===== config.mk =====
export PLATFORM = sky130hd
export DESIGN_NAME = sw_cpu_regif
export DESIGN_NICKNAME = d
export VERILOG_FILES = /design/src/rtl/sw_regif_pkg.sv /design/src/rtl/sw_ctrl_reg.sv /design/src/rtl/sw_addr_decode.sv /design/src/rtl/sw_rdata_mux.sv /design/src/rtl/sw_cpu_regif.sv
export SDC_FILE = /design/constraint.sdc
export NUM_CORES = 1
export LEC_CHECK = 0
export ABC_CLOCK_PERIOD_IN_PS = 1600
export BUFFER_PORTS_ARGS = -buffer_cell sky130_fd_sc_hd__buf_2
export CELL_PAD_IN_SITES_DETAIL_PLACEMENT = 1
export CELL_PAD_IN_SITES_GLOBAL_PLACEMENT = 1
export CORE_UTILIZATION = 28
export CTS_BUF_LIST = sky130_fd_sc_hd__clkbuf_4 sky130_fd_sc_hd__clkbuf_8 sky130_fd_sc_hd__clkbuf_16
export CTS_CLUSTER_DIAMETER = 30
export DETAILED_ROUTE_END_ITERATION = 10
export PLACE_DENSITY_LB_ADDON = 0.1
export RECOVER_POWER = 25
export SLEW_MARGIN = 20
export SYNTH_ARGS = -nofsm -noshare
export SYNTH_HDL_FRONTEND = slang
export SYNTH_SLANG_ARGS = --single-unit

===== constraint.sdc =====
create_clock -name clk_i -period 1.6 [get_ports clk_i]
set_clock_uncertainty 0.1 [all_clocks]
set_input_delay 0.08 -clock clk_i [delete_from_list [all_inputs] [get_ports clk_i]]
set_output_delay 0.08 -clock clk_i [all_outputs]
set_load 0.005 [all_outputs]

===== src/rtl/sw_regif_pkg.sv =====
package sw_regif_pkg;
  typedef enum logic [1:0] {
    SEL_DM   = 2'b00,
    SEL_RSVD = 2'b01,
    SEL_CML  = 2'b10,
    SEL_CMH  = 2'b11
  } mem_sel_e;

  // Field positions are decoded by the datapath and by software.
  typedef struct packed {
    logic     split;
    logic     proc_en;
    logic     rsvd;
    mem_sel_e sel;
    logic [2:0] stream;
  } ctrl_t;

  localparam int unsigned CTRL_W   = $bits(ctrl_t);
  localparam int unsigned STREAM_W = 3;
endpackage


===== src/rtl/sw_ctrl_reg.sv =====
module sw_ctrl_reg
  import sw_regif_pkg::*;
(
  input  logic              clk_i,
  input  logic              rst_ni,
  input  logic              we_i,
  input  logic [CTRL_W-1:0] wdata_i,
  output ctrl_t             ctrl_o
);
  ctrl_t ctrl_q;

  always_ff @(posedge clk_i or negedge rst_ni) begin
    if (!rst_ni) ctrl_q <= '0;
    else if (we_i) begin
      ctrl_q      <= ctrl_t'(wdata_i);
      ctrl_q.rsvd <= 1'b0;
    end
  end

  assign ctrl_o = ctrl_q;


  ctrl_flags_follow_chk: assert property (@(posedge clk_i) disable iff (!rst_ni)
    we_i |=> (ctrl_o.split == $past(wdata_i[7]) && ctrl_o.proc_en == $past(wdata_i[6])));
endmodule


===== src/rtl/sw_addr_decode.sv =====
module sw_addr_decode
  import sw_regif_pkg::*;
#(
  parameter int unsigned ADDR_W = 6
) (
  input  logic              clk_i,
  input  logic              rst_ni,
  input  logic              cs_i,
  input  logic              rd_i,
  input  logic              wr_i,
  input  logic [ADDR_W-1:0] addr_i,
  input  ctrl_t             ctrl_i,
  output logic              ctrl_we_o,
  output logic              ctrl_re_o,
  output logic              dm_rd_o,
  output logic              cml_rd_o,
  output logic              cml_wr_o,
  output logic              cmh_rd_o,
  output logic              cmh_wr_o,
  output logic              rsvd_re_o
);
  localparam int unsigned SPACE_BIT = ADDR_W - 1;

  logic chan_sp, ch_rd, ch_wr;

  assign chan_sp   = addr_i[SPACE_BIT];
  assign ch_rd     = cs_i & rd_i & chan_sp;
  assign ch_wr     = cs_i & wr_i & chan_sp;
  assign ctrl_we_o = cs_i & wr_i & ~chan_sp;
  assign ctrl_re_o = cs_i & rd_i & ~chan_sp;

  always_comb begin
    dm_rd_o   = 1'b0;
    cml_rd_o  = 1'b0;
    cmh_rd_o  = 1'b0;
    rsvd_re_o = 1'b0;
    if (ch_rd) begin
      if (ctrl_i.split) dm_rd_o = 1'b1;
      else begin
        unique case (ctrl_i.sel)
          SEL_DM:   dm_rd_o   = 1'b1;
          SEL_CML:  cml_rd_o  = 1'b1;
          SEL_CMH:  cmh_rd_o  = 1'b1;
          default:  rsvd_re_o = 1'b1;
        endcase
      end
    end
  end

  // Data memory is read-only from the bus; reserved select is dropped.
  assign cml_wr_o = ch_wr & (ctrl_i.sel == SEL_CML);
  assign cmh_wr_o = ch_wr & (ctrl_i.sel == SEL_CMH);


  rd_onehot_chk: assert property (@(posedge clk_i) disable iff (!rst_ni)
    $onehot0({dm_rd_o, cml_rd_o, cmh_rd_o}));

  no_strobe_idle_chk: assert property (@(posedge clk_i) disable iff (!rst_ni)
    !cs_i |-> !(dm_rd_o | cml_rd_o | cmh_rd_o | cml_wr_o | cmh_wr_o));

  split_reads_dm_chk: assert property (@(posedge clk_i) disable iff (!rst_ni)
    (ctrl_i.split && cs_i && rd_i && chan_sp) |-> dm_rd_o);

  no_dm_write_chk: assert property (@(posedge clk_i) disable iff (!rst_ni)
    (ctrl_i.sel inside {SEL_DM, SEL_RSVD}) |-> !(cml_wr_o | cmh_wr_o));
endmodule


===== src/rtl/sw_rdata_mux.sv =====
module sw_rdata_mux
  import sw_regif_pkg::*;
#(
  parameter int unsigned DATA_W = 8
) (
  input  logic              clk_i,
  input  logic              rst_ni,
  input  logic              ctrl_re_i,
  input  logic              dm_re_i,
  input  logic              cml_re_i,
  input  logic              cmh_re_i,
  input  logic              rsvd_re_i,
  input  logic [CTRL_W-1:0] ctrl_i,
  input  logic [DATA_W-1:0] dm_rdata_i,
  input  logic [DATA_W-1:0] cml_rdata_i,
  input  logic [DATA_W-1:0] cmh_rdata_i,
  output logic [DATA_W-1:0] rdata_o
);
  logic              any_re;
  logic [DATA_W-1:0] rdata_d, rdata_q;

  assign any_re = ctrl_re_i | dm_re_i | cml_re_i | cmh_re_i | rsvd_re_i;

  always_comb begin
    rdata_d = '0;
    if (ctrl_re_i)     rdata_d = DATA_W'(ctrl_i);
    else if (dm_re_i)  rdata_d = dm_rdata_i;
    else if (cml_re_i) rdata_d = cml_rdata_i;
    else if (cmh_re_i) rdata_d = cmh_rdata_i;
  end

  always_ff @(posedge clk_i or negedge rst_ni) begin
    if (!rst_ni)     rdata_q <= '0;
    else if (any_re) rdata_q <= rdata_d;
  end

  assign rdata_o = rdata_q;


  rdata_hold_chk: assert property (@(posedge clk_i) disable iff (!rst_ni)
    !any_re |=> $stable(rdata_o));

  cml_rdata_chk: assert property (@(posedge clk_i) disable iff (!rst_ni)
    cml_re_i |=> rdata_o == $past(cml_rdata_i));

  rsvd_zero_chk: assert property (@(posedge clk_i) disable iff (!rst_ni)
    rsvd_re_i |=> rdata_o == '0);
endmodule


===== src/rtl/sw_cpu_regif.sv =====
module sw_cpu_regif
  import sw_regif_pkg::*;
#(
  parameter int unsigned ADDR_W = 6,
  parameter int unsigned DATA_W = 8,
  localparam int unsigned CHAN_W = ADDR_W - 1
) (
  input  logic                clk_i,
  input  logic                rst_ni,
  input  logic                cs_i,
  input  logic                rd_i,
  input  logic                wr_i,
  input  logic [ADDR_W-1:0]   addr_i,
  input  logic [DATA_W-1:0]   wdata_i,
  output logic [DATA_W-1:0]   rdata_o,
  output logic                split_o,
  output logic                proc_en_o,
  output logic [STREAM_W-1:0] mem_stream_o,
  output logic [CHAN_W-1:0]   mem_chan_o,
  output logic [DATA_W-1:0]   mem_wdata_o,
  output logic                dm_rd_o,
  input  logic [DATA_W-1:0]   dm_rdata_i,
  output logic                cml_rd_o,
  output logic                cml_wr_o,
  input  logic [DATA_W-1:0]   cml_rdata_i,
  output logic                cmh_rd_o,
  output logic                cmh_wr_o,
  input  logic [DATA_W-1:0]   cmh_rdata_i
);
  ctrl_t ctrl;
  logic  ctrl_we, ctrl_re, rsvd_re;

  sw_ctrl_reg u_ctrl (
    .clk_i   (clk_i),
    .rst_ni  (rst_ni),
    .we_i    (ctrl_we),
    .wdata_i (wdata_i[CTRL_W-1:0]),
    .ctrl_o  (ctrl)
  );

  sw_addr_decode #(.ADDR_W(ADDR_W)) u_dec (
    .clk_i     (clk_i),
    .rst_ni    (rst_ni),
    .cs_i      (cs_i),
    .rd_i      (rd_i),
    .wr_i      (wr_i),
    .addr_i    (addr_i),
    .ctrl_i    (ctrl),
    .ctrl_we_o (ctrl_we),
    .ctrl_re_o (ctrl_re),
    .dm_rd_o   (dm_rd_o),
    .cml_rd_o  (cml_rd_o),
    .cml_wr_o  (cml_wr_o),
    .cmh_rd_o  (cmh_rd_o),
    .cmh_wr_o  (cmh_wr_o),
    .rsvd_re_o (rsvd_re)
  );

  sw_rdata_mux #(.DATA_W(DATA_W)) u_rmux (
    .clk_i       (clk_i),
    .rst_ni      (rst_ni),
    .ctrl_re_i   (ctrl_re),
    .dm_re_i     (dm_rd_o),
    .cml_re_i    (cml_rd_o),
    .cmh_re_i    (cmh_rd_o),
    .rsvd_re_i   (rsvd_re),
    .ctrl_i      (ctrl),
    .dm_rdata_i  (dm_rdata_i),
    .cml_rdata_i (cml_rdata_i),
    .cmh_rdata_i (cmh_rdata_i),
    .rdata_o     (rdata_o)
  );

  assign split_o      = ctrl.split;
  assign proc_en_o    = ctrl.proc_en;
  assign mem_stream_o = ctrl.stream;
  assign mem_chan_o   = addr_i[CHAN_W-1:0];
  assign mem_wdata_o  = wdata_i;


  cmh_rdata_chk: assert property (@(posedge clk_i) disable iff (!rst_ni)
    cmh_rd_o |=> rdata_o == $past(cmh_rdata_i));

  ctrl_readback_chk: assert property (@(posedge clk_i) disable iff (!rst_ni)
    (cs_i && rd_i && !wr_i && !addr_i[ADDR_W-1]) |=>
      rdata_o == DATA_W'({$past(split_o), $past(proc_en_o), 1'b0,
                          $past(ctrl.sel), $past(mem_stream_o)}));
endmodule


---- After elaboration in Yosys (flattened, before gate mapping) ----
Index checks and enable logic that the tools add are counted.
word-level totals
  output and inout port bits .............. 31
  input port bits ......................... 43
  register bits ........................... 15
  logic and storage cells ................. 38
operators by class
  equal/unequal tests ..................... 2
  bitwise operators ....................... 13
  muxes and demuxes ....................... 16
  reductions and logical operators ........ 2
operators with widths
  kind                number
  $mux 8              4
  $mux 1              12
  $and 1x1->1         8
  $eq 2x2->1 const B  2
  $or 1x1->1          4
  $reduce_or 3->1     1
  $logic_not 2->1     1
  $not 1->1           1

---- Logic depth before layout (Yosys ltp) ----
Gate-level depths: netlist (run 1).
  depth after elaboration ................. 8
  mapped depth ............................ 4
  gate-level depth less buffers ........... 3

---- Hierarchy ----
From an unflattened synthesis (run 1), not the netlist that was laid out.
unflattened totals
  cells, all modules ...................... 87
  area total of the unflattened synthesis .. 962.2 µm²
modules (own cells, without submodules)
  module          cells each  area each (µm²)  seq. area each (µm²)  times used
  sw_rdata_mux    43          475.5            200.2                 1
  sw_ctrl_reg     17          302.8            175.2                 1
  sw_cpu_regif    13          97.6             0.0                   1
  sw_addr_decode  14          86.3             0.0                   1

---- Worst setup path before layout (run 1) ----
OpenSTA, ideal clock, no wires.
  path type ............................... register to register
  start ................................... register u_ctrl.ctrl_q, in the netlist u_ctrl.ctrl_o[7]
  end ..................................... register u_rmux.rdata_q[7] (netlist: u_rmux.rdata_o[7])
  library setup time ...................... 0.104 ns
  clock period less this slack ............ 1.274 ns
  slack ................................... 0.326 ns
  buffers on the path ..................... 0
  data arrival time ....................... 1.071 ns
  cell stages (with the launch flop) ...... 4
  cells stage by stage .................... dfrtp_1 inv_1 or3_1 o311ai_1
between the ends
  longest elaborated chain between the ends .. 6
ends and longest elaborated chain
  element                               line                                    source
  start, declared                       sw_ctrl_reg.sv:10                       ctrl_t ctrl_q;
  start signal, assigned                sw_ctrl_reg.sv:15                       ctrl_q <= ctrl_t'(wdata_i);
  $mux 1                                sw_addr_decode.sv:38                    if (ctrl_i.split) dm_rd_o = 1'b1;
  $mux 1                                sw_addr_decode.sv:37                    if (ch_rd) begin
  $mux 8 or $or 1x1->1 (tied branches)  sw_rdata_mux.sv:29, sw_rdata_mux.sv:22
  $mux 8 or $or 1x1->1 (tied branches)  sw_rdata_mux.sv:28, sw_rdata_mux.sv:22
  $mux 8 or $or 1x1->1 (tied branches)  sw_rdata_mux.sv:27, sw_rdata_mux.sv:22
  $mux 8 or $or 1x1->1 (tied branches)  sw_rdata_mux.sv:26, sw_rdata_mux.sv:22
  end signal, assigned                  sw_rdata_mux.sv:34                      else if (any_re) rdata_q <= rdata_d;
  end, declared                         sw_rdata_mux.sv:20                      logic [DATA_W-1:0] rdata_d, rdata_q;
Several ways; a longest one is shown, not always the timed one.
A chain may end at the register's enable or synchronous reset.

---- Worst setup path in the final report (run 1) ----
  start ................................... register u_ctrl.ctrl_q, in the netlist u_ctrl.ctrl_o[4]
  end ..................................... output port dm_rd_o
between the ends
  longest elaborated chain between the ends .. 4
ends and longest elaborated chain
  element          line                  source
  $logic_not 2->1  sw_addr_decode.sv:40  unique case (ctrl_i.sel)
  $mux 1           sw_addr_decode.sv:40
  $mux 1           sw_addr_decode.sv:38
  $mux 1           sw_addr_decode.sv:37
  end, declared    sw_cpu_regif.sv:21    output logic dm_rd_o,
Every way passes these cells.

==> metrics.json, run 1 <==
{
  "grt_antenna_before_repair": {"value": 0},
  "drc_marker_count_from_the_first_detailed_route_iteration": {"value": 26},
  "hold_violations": {"value": 0},
  "report.power.total": {"value": 1.39, "unit": "mW"},
  "route.vias.total": {"value": 1071},
  "timing.hold.worst_path_depth": {"value": 3},
  "synth.avg_cell_area": {"value": 9.15, "unit": "µm²"},
  "place.port_buffers": {"value": 61},
  "path_clk_slew": {"value": 60, "unit": "ps"},
  "fin_nets": {"value": 217},
  "setup.worst_path.end_class": {"value": "output pin"},
  "setup_total_negative_slack": {"value": 0, "unit": "ps"},
  "cts-root-to-sink-buffers": {"value": 2},
  "ys_types": {"value": 25},
  "ys_seq_area_frac": {"value": 0.348},
  "mapped_area": {"value": 1080, "unit": "µm²"},
  "grt_start_max_net_pins": {"value": 21},
  "insertedDiodeCount": {"value": 0},
  "core": {"value": 3690, "unit": "µm²"},
  "post_synth_most_frequent_cells": {"value": "18 x buf_4, 15 x dfrtp_1, 12 x nand2_1"},
  "arrival": {"value": 1360, "unit": "ps"},
  "fin_area": {"value": 1470, "unit": "µm²"},
  "avgRoutedWirePerCell": {"value": 15.1, "unit": "µm"},
  "placed_cells": {"value": 208},
  "ant_nets": {"value": 0},
  "place_hpwl": {"value": 2470, "unit": "µm"},
  "timing.fmax": {"value": 650, "unit": "MHz"},
  "grt_use_total": {"value": 0.167},
  "post_synth_inst_count": {"value": 118},
  "number_of_cell_instances_on_the_worst_register_to_register_path": {"value": 3},
  "routabilityCongestion": {"value": 0.835},
  "numClockSinks": {"value": 15},
  "rsz_0062_raised_after_global_routing": {"value": "false"},
  "drcViolationCount": {"value": 0},
  "grt_pass1_wl": {"value": 5250, "unit": "µm"},
  "io_pins": {"value": 74},
  "insertion_delay": {"value": 240, "unit": "ps"},
  "n_fill_cell": {"value": 458},
  "root_buffer": {"value": "clkbuf_8"},
  "startpoint_type": {"value": "register"},
  "initial_util": {"value": 0.293},
  "timing_worst_slew_pin_value": {"value": 859, "unit": "ps"},
  "power.leakage": {"value": 0.688, "unit": "nW"},
  "slew-limit-headroom": {"value": 0.427},
  "fin_crit": {"value": 1540, "unit": "ps"},
  "tritoncts": {"value": "yes"},
  "layout.area.seq": {"value": 377, "unit": "µm²"},
  "number_of_enable_flip_flop_cells_after_synthesis": {"value": 0},
  "viasPerCell": {"value": 4.85},
  "floorplan.die.height": {"value": 64.1, "unit": "µm"},
  "cts_made_buffers": {"value": 3},
  "drive_above_1_share": {"value": 0.468},
  "hold_class": {"value": "in -> reg"},
  "outcome": {"value": "complete, no violations"},
  "drt_pass1_iterations": {"value": 4},
  "yosysWarnings": {"value": 0},
  "finalMaxSlewViolations": {"value": 0},
  "syn2layout_area_growth": {"value": 35.7, "unit": "%"},
  "final_non_filler_cell_total": {"value": 221},
  "routed_wl": {"value": 3340, "unit": "µm"},
  "setup_viol_count_final": {"value": 0},
  "grt_pass1_vias": {"value": 1072},
  "synth_largest_area_cell": {"value": "dfrtp_1"},
  "ir_worst_vdd": {"value": 0.515, "unit": "mV"},
  "multi_input_comb_area": {"value": 534, "unit": "µm²"},
  "syn-num-nets": {"value": 161},
  "synth_most_common_cell": {"value": "buf_4"},
  "cp.required": {"value": 1420, "unit": "ps"},
  "hold_slack": {"value": 58.1, "unit": "ps"},
  "synth.area.top_cells": {"value": "dfrtp_1 35%, buf_4 13%, mux2_2 7.3%, o311ai_1 5.7%, nor3b_1 5.6%"},
  "floorplan.rows": {"value": 22},
  "timing.critical_path.fanout_max": {"value": 20},
  "htreeDepth": {"value": 1},
  "ys.flop_type": {"value": "dfrtp_1"},
  "maxCapViolations": {"value": 0},
  "placed_area": {"value": 1320, "unit": "µm²"},
  "number_of_synthesized_register_bits": {"value": 15},
  "synth_top_cell_area_share": {"value": 0.348},
  "timing.final.crit_share": {"value": 0.961},
  "crit_path_category": {"value": "reg -> out"},
  "die_width": {"value": 64.1, "unit": "µm"},
  "gr-total-overflow": {"value": 0},
  "power_density": {"value": 951, "unit": "nW/µm²"},
  "fp.dieArea": {"value": 4110, "unit": "µm²"},
  "synth-async-reset-ratio": {"value": 1.00}
}
## layout make-up
class,instances,share of cell area
Tap cell,48,0.0410
Sequential cell,15,0.257
Multi-Input combinational cell,78,0.365
Clock buffer,4,0.0333
Inverter,2,0.00512
Timing Repair Buffer,74,0.299
## power breakdown
group          total [mW]  switching (mW)  leakage, nW  internal [mW]
sequential          0.526          0.0640        0.183          0.462
clock               0.327           0.134       0.0262          0.193
combinational       0.541           0.260        0.480          0.281
## routing by layer
metal  routed length, µm  vias to the layer above  GRT usage
li1                    -                      519          -
met1                1450                      504      0.203
met2                1670                       44      0.297
met3                 206                        4     0.0393
met4                  19                        0     0.0361
met5                   0                        -          0
## worst max-delay path: stages, from the launching register on
cell     delay (ps)
dfrtp_2         430
buf_12          160
or2_2           280
a21oi_2         130
buf_2           110
## state kept, by name (all words and copies together), names as in the netlist
name and flops:
u_rmux.rdata_o 8, u_ctrl.ctrl_o 7
## cell usage in the layout, fill, tap and decap left out
master	n
buf_12	1
buf_4	3
o311ai_1	7
or3_1	2
o21ai_0	1
buf_6	1
inv_2	1
a21oi_2	1
nand3b_1	6
dlygate4sd3_1	8
clkbuf_8	3
mux2_2	7
o21a_1	8
nor2_1	10
nor3_1	2
nand2b_1	1
dfrtp_2	1
nand2_1	12
and2_1	1
inv_1	1
or2_2	1
or3b_1	1
o311ai_4	1
buf_2	60
nand3_1	1
clkbuf_1	1
clkbuf_4	1
dfrtp_1	14
o22ai_1	7
nor3b_1	8
o31ai_1	1
## metrics by stage
stage | setup WS, ps | utilization
after detailed placement | 167 | 0.358
after CTS | 6.28 | 0.393
after global routing | 3.78 | 0.397
after floorplan | 326 | -
after global placement | 225 | 0.358
final | 62.0 | 0.397
## what timing repair did
item                                    4_1_cts  5_1_grt
buffers inserted                              0        1
hold buffers                                  8        0
hold endpoints to repair                     22        0
endpoints found under the setup margin        1        2
resized for setup                             1        2
## cell families (layout without fill, tap and decap cells)
family,Yosys count,after routing,share of synthesized area
buffers and inverters,25,80,0.161
muxes,7,7,0.0730
and+or+nand+nor,45,45,0.225
DFF,15,15,0.348
AOI/OAI and AO/OA,26,26,0.194
## final timing paths
path	from	slack, ps	endpoint
min reg2reg	u_rmux.rdata_o[5]	380	u_rmux.rdata_o[5]
max reg2reg	u_ctrl.ctrl_o[4]	140	u_rmux.rdata_o[2]
min in group asynchronous	rst_ni	350	u_rmux.rdata_o[1]
max in group asynchronous	rst_ni	450	u_ctrl.ctrl_o[4]
min	cmh_rdata_i[5]	60	u_rmux.rdata_o[5]
max	u_ctrl.ctrl_o[4]	60	dm_rd_o
No activity file was read; power rests on OpenSTA's default activity.
==> run 2, diff against run 1 <==
- ABC_AREA: default -> 1
- CORE_UTILIZATION: 28 -> 26
- SKIP_LAST_GASP: default -> 1
==> run 2 against run 1 <==
  * Sequential power fell by 1%
  * Core utilization rose by 2.9 points
  * Power fell by 12%
  * Worst hold slack got worse by 45 ps
  * Sequential share of layout area fell by 1.6 points
  * Via count rose by 2.0%
  * First-iteration DRC count rose by 3.8%
  * Largest cell class is now non-clock buffers
  * Largest power group is now registers
==> metrics.json, run 2 <==
{
  "swShare": {"value": 0.323, "change": "-0.00575"},
  "floorplan.rows": {"value": 22, "change": "unchanged"},
  "slew-limit-headroom": {"value": 0.384, "change": "-0.0428"},
  "yosys.area_share.adder": {"value": 0, "change": "unchanged"},
  "setup_viol_count_final": {"value": 0, "change": "unchanged"},
  "grt_pass1_wl": {"value": 5500, "unit": "µm", "change": "+4.7%"},
  "intPower": {"value": 0.827, "unit": "mW", "change": "-12%"},
  "syn-num-nets": {"value": 167, "change": "+3.7%"},
  "power.leakage": {"value": 0.795, "unit": "nW", "change": "+15%"},
  "grt_antenna_before_repair": {"value": 0, "change": "unchanged"},
  "timing.final.crit_share": {"value": 0.939, "change": "-0.0221"},
  "top_library_cells_by_usage_in_the_layout_fill_and_taps_aside": {"value": "60 x buf_2, 37 x nand2_1, 28 x dlygate4sd3_1"},
  "setup.worst_path.end_class": {"value": "output pin"},
  "post_synth_most_frequent_cells": {"value": "37 x nand2_1, 16 x buf_4, 15 x dfrtp_1"},
  "startpoint_type": {"value": "register"},
  "finalCoreUtilization": {"value": 0.426, "change": "+0.0290"},
  "synth_largest_area_cell": {"value": "dfrtp_1"},
  "ys.flop_type": {"value": "dfrtp_1"},
  "number_of_synthesized_register_bits": {"value": 15, "change": "unchanged"},
  "viasPerCell": {"value": 4.40, "change": "-9.1%"},
  "hold_violations": {"value": 0, "change": "unchanged"},
  "finalMaxSlewViolations": {"value": 0, "change": "unchanged"},
  "synth.area.top_cells": {"value": "dfrtp_1 38%, nand2_1 14%, buf_4 12%, nand3_1 6.0%, mux2_2 5.6%"},
  "ant_nets": {"value": 0, "change": "unchanged"},
  "place.port_buffers": {"value": 61, "change": "unchanged"},
  "htreeDepth": {"value": 1, "change": "unchanged"},
  "synth-async-reset-ratio": {"value": 1.00, "change": "unchanged"},
  "layout.cells.most_common": {"value": "buf_2"},
  "cts_made_buffers": {"value": 3, "change": "unchanged"},
  "gr-total-overflow": {"value": 0, "change": "unchanged"},
  "post_synth_xor_area_fraction": {"value": 0, "change": "unchanged"},
  "report.power.total": {"value": 1.22, "unit": "mW", "change": "-12%"},
  "largest_reg_flops": {"value": 8, "change": "unchanged"},
  "number_of_enable_flip_flop_cells_after_synthesis": {"value": 0, "change": "unchanged"},
  "rsz_0062_raised_after_global_routing": {"value": "false"},
  "setup_total_negative_slack": {"value": 0, "unit": "ps", "change": "unchanged"},
  "place_hpwl": {"value": 2340, "unit": "µm", "change": "-5.3%"},
  "hold_slack": {"value": 13.1, "unit": "ps", "change": "-45.1 ps"},
  "post_cts.repair.setup_buffers": {"value": 0, "change": "unchanged"},
  "grt_start_max_net_pins": {"value": 16, "change": "-24%"},
  "initial_util": {"value": 0.273, "change": "-0.0197"},
  "drt_pass1_iterations": {"value": 4, "change": "unchanged"},
  "crit_path_category": {"value": "reg -> out"},
  "arrival": {"value": 1320, "unit": "ps", "change": "-40 ps"},
  "timing.critical_path.fanout_max": {"value": 8, "change": "-60%"},
  "fin_crit": {"value": 1500, "unit": "ps", "change": "-35.3 ps"},
  "synth_top_cell_area_share": {"value": 0.375, "change": "+0.0278"},
  "route.vias.total": {"value": 1092, "change": "+2.0%"},
  "synth_compound_area_frac": {"value": 0.0263, "change": "-0.167"},
  "power_density": {"value": 783, "unit": "nW/µm²", "change": "-18%"},
  "drc_marker_count_from_the_first_detailed_route_iteration": {"value": 27, "change": "+3.8%"},
  "routed_wl": {"value": 3400, "unit": "µm", "change": "+1.9%"},
  "path_clk_slew": {"value": 70, "unit": "ps", "change": "about the same"},
  "clockPowerShare": {"value": 0.265, "change": "+0.030"},
  "routabilityCongestion": {"value": 0.783, "change": "-6.1%"},
  "mapped_area": {"value": 1000, "unit": "µm²", "change": "-7.4%"},
  "power.share.sequential": {"value": 0.426, "change": "+0.049"},
  "timing.fmax": {"value": 665, "unit": "MHz", "change": "+2.3%"},
  "timing_worst_slew_pin_value": {"value": 924, "unit": "ps", "change": "+64.2 ps"},
  "root_buffer": {"value": "clkbuf_8"},
  "yosysWarnings": {"value": 0, "change": "unchanged"},
  "ys_seq_area_frac": {"value": 0.375, "change": "+0.0278"},
  "insertion_delay": {"value": 260, "unit": "ps", "change": "+20 ps"},
  "synth_most_common_cell": {"value": "nand2_1"},
  "grt_pass1_vias": {"value": 1215, "change": "+13%"},
  "outcome": {"value": "complete, no violations"},
  "reg2reg_setup_slack": {"value": 320, "unit": "ps", "change": "+180 ps"},
  "ir_worst_vdd": {"value": 0.349, "unit": "mV", "change": "-32%"},
  "grt_use_total": {"value": 0.178, "change": "+0.0106"},
  "comb_power_share": {"value": 0.309, "change": "-0.079"},
  "fin_nets": {"value": 244, "change": "+12%"},
  "syn2layout_area_growth": {"value": 56.1, "unit": "%"},
  "synth.avg_cell_area": {"value": 8.06, "unit": "µm²", "change": "-12%"},
  "yosys.area_share.simple": {"value": 0.360, "change": "+0.136"},
  "avgRoutedWirePerCell": {"value": 13.7, "unit": "µm", "change": "-9.2%"},
  "switchingPower": {"value": 0.394, "unit": "mW", "change": "-14%"},
  "maxCapViolations": {"value": 0, "change": "unchanged"},
  "cp.required": {"value": 1420, "unit": "ps", "change": "about the same"},
  "fp.dieArea": {"value": 4100, "unit": "µm²", "change": "-0.28%"},
  "numClockSinks": {"value": 15, "change": "unchanged"},
  "largest_family_of_logic_cells_by_synthesized_area": {"value": "simple AND/OR/NAND/NOR gates"},
  "multiplexer_share_of_the_synthesized_area": {"value": 0.0563, "change": "-0.0167"},
  "die_width": {"value": 64.0, "unit": "µm", "change": "-0.14%"},
  "cts-root-to-sink-buffers": {"value": 2, "change": "unchanged"},
  "hold_class": {"value": "in -> reg"},
  "floorplan.die.height": {"value": 64.0, "unit": "µm", "change": "-0.14%"},
  "drive_above_1_share": {"value": 0.420, "change": "-0.0482"},
  "insertedDiodeCount": {"value": 0, "change": "unchanged"},
  "drcViolationCount": {"value": 0, "change": "unchanged"},
  "post_synth_inst_count": {"value": 124, "change": "+5.1%"},
  "ys_types": {"value": 19, "change": "-24%"},
  "core": {"value": 3660, "unit": "µm²", "change": "-0.75%"},
  "io_pins": {"value": 74, "change": "unchanged"},
  "tritoncts": {"value": "yes"}
}
-- run 2: final timing paths --
path,from,end,cells past startpoint
setup / recovery,u_ctrl.ctrl_o[7],cml_rd_o,4
hold / removal,cmh_rdata_i[6],u_rmux.rdata_o[6],3
setup reg to reg,u_ctrl.ctrl_o[4],u_rmux.rdata_o[7],6
hold reg to reg,u_rmux.rdata_o[7],u_rmux.rdata_o[7],2
max in group asynchronous,rst_ni,u_ctrl.ctrl_o[7],2
min in group asynchronous,rst_ni,u_rmux.rdata_o[5],2
-- run 2: final cells by class --
type | count | area [µm²]
Inverter | 12 | 50.0
Clock buffer | 3 | 41.3
Tap cell | 48 | 60.1
Multi-Input combinational cell | 80 | 443
Fill cell | 490 | 2100
Clock inverter | 1 | 5.00
Timing Repair Buffer | 89 | 584
Sequential cell | 15 | 377
-- run 2: stage by stage --
step,setup slack [ps],cells,instance area (µm²)
2_1_floorplan,433,124,1000
3_3_place_gp,298,216,1230
3_5_place_dp,279,216,1230
4_1_cts,26.1,248,1560
5_1_grt,10.6,248,1560
6_report,97.3,248,1560
-- run 2: cells by family after synthesis --
| family | count (synthesis) |
|---|---|
| compound gates | 3 |
| buf+inv | 29 |
| flops | 15 |
| mux | 5 |
| simple gates | 72 |
-- run 2: what timing repair did --
item | in CTS | in global routing
hold buffers | 28 | 0
setup endpoints to repair | 0 | 1
hold endpoints to repair | 29 | 0
resized for setup | 0 | 1
-- run 2: power groups by stage --
stage	combinational, mW	sequential [mW]	clock, mW
floorplan	0.201	0.518	0
CTS	0.380	0.522	0.332
global route	0.422	0.531	0.345
global placement	0.322	0.524	0
finish	0.377	0.521	0.323
detailed placement	0.327	0.528	0
-- run 2: critical path, cell delays in order (launching register included) --
cell	delay, ps
dfrtp_2	460
inv_2	110
nand3_1	120
nor2_4	220
buf_2	160
-- run 2: per-layer routing --
layer	GRT usage	routed length, µm
met1	0.200	1420
met2	0.322	1760
met3	0.0304	157
met4	0.0824	68
met5	0	0
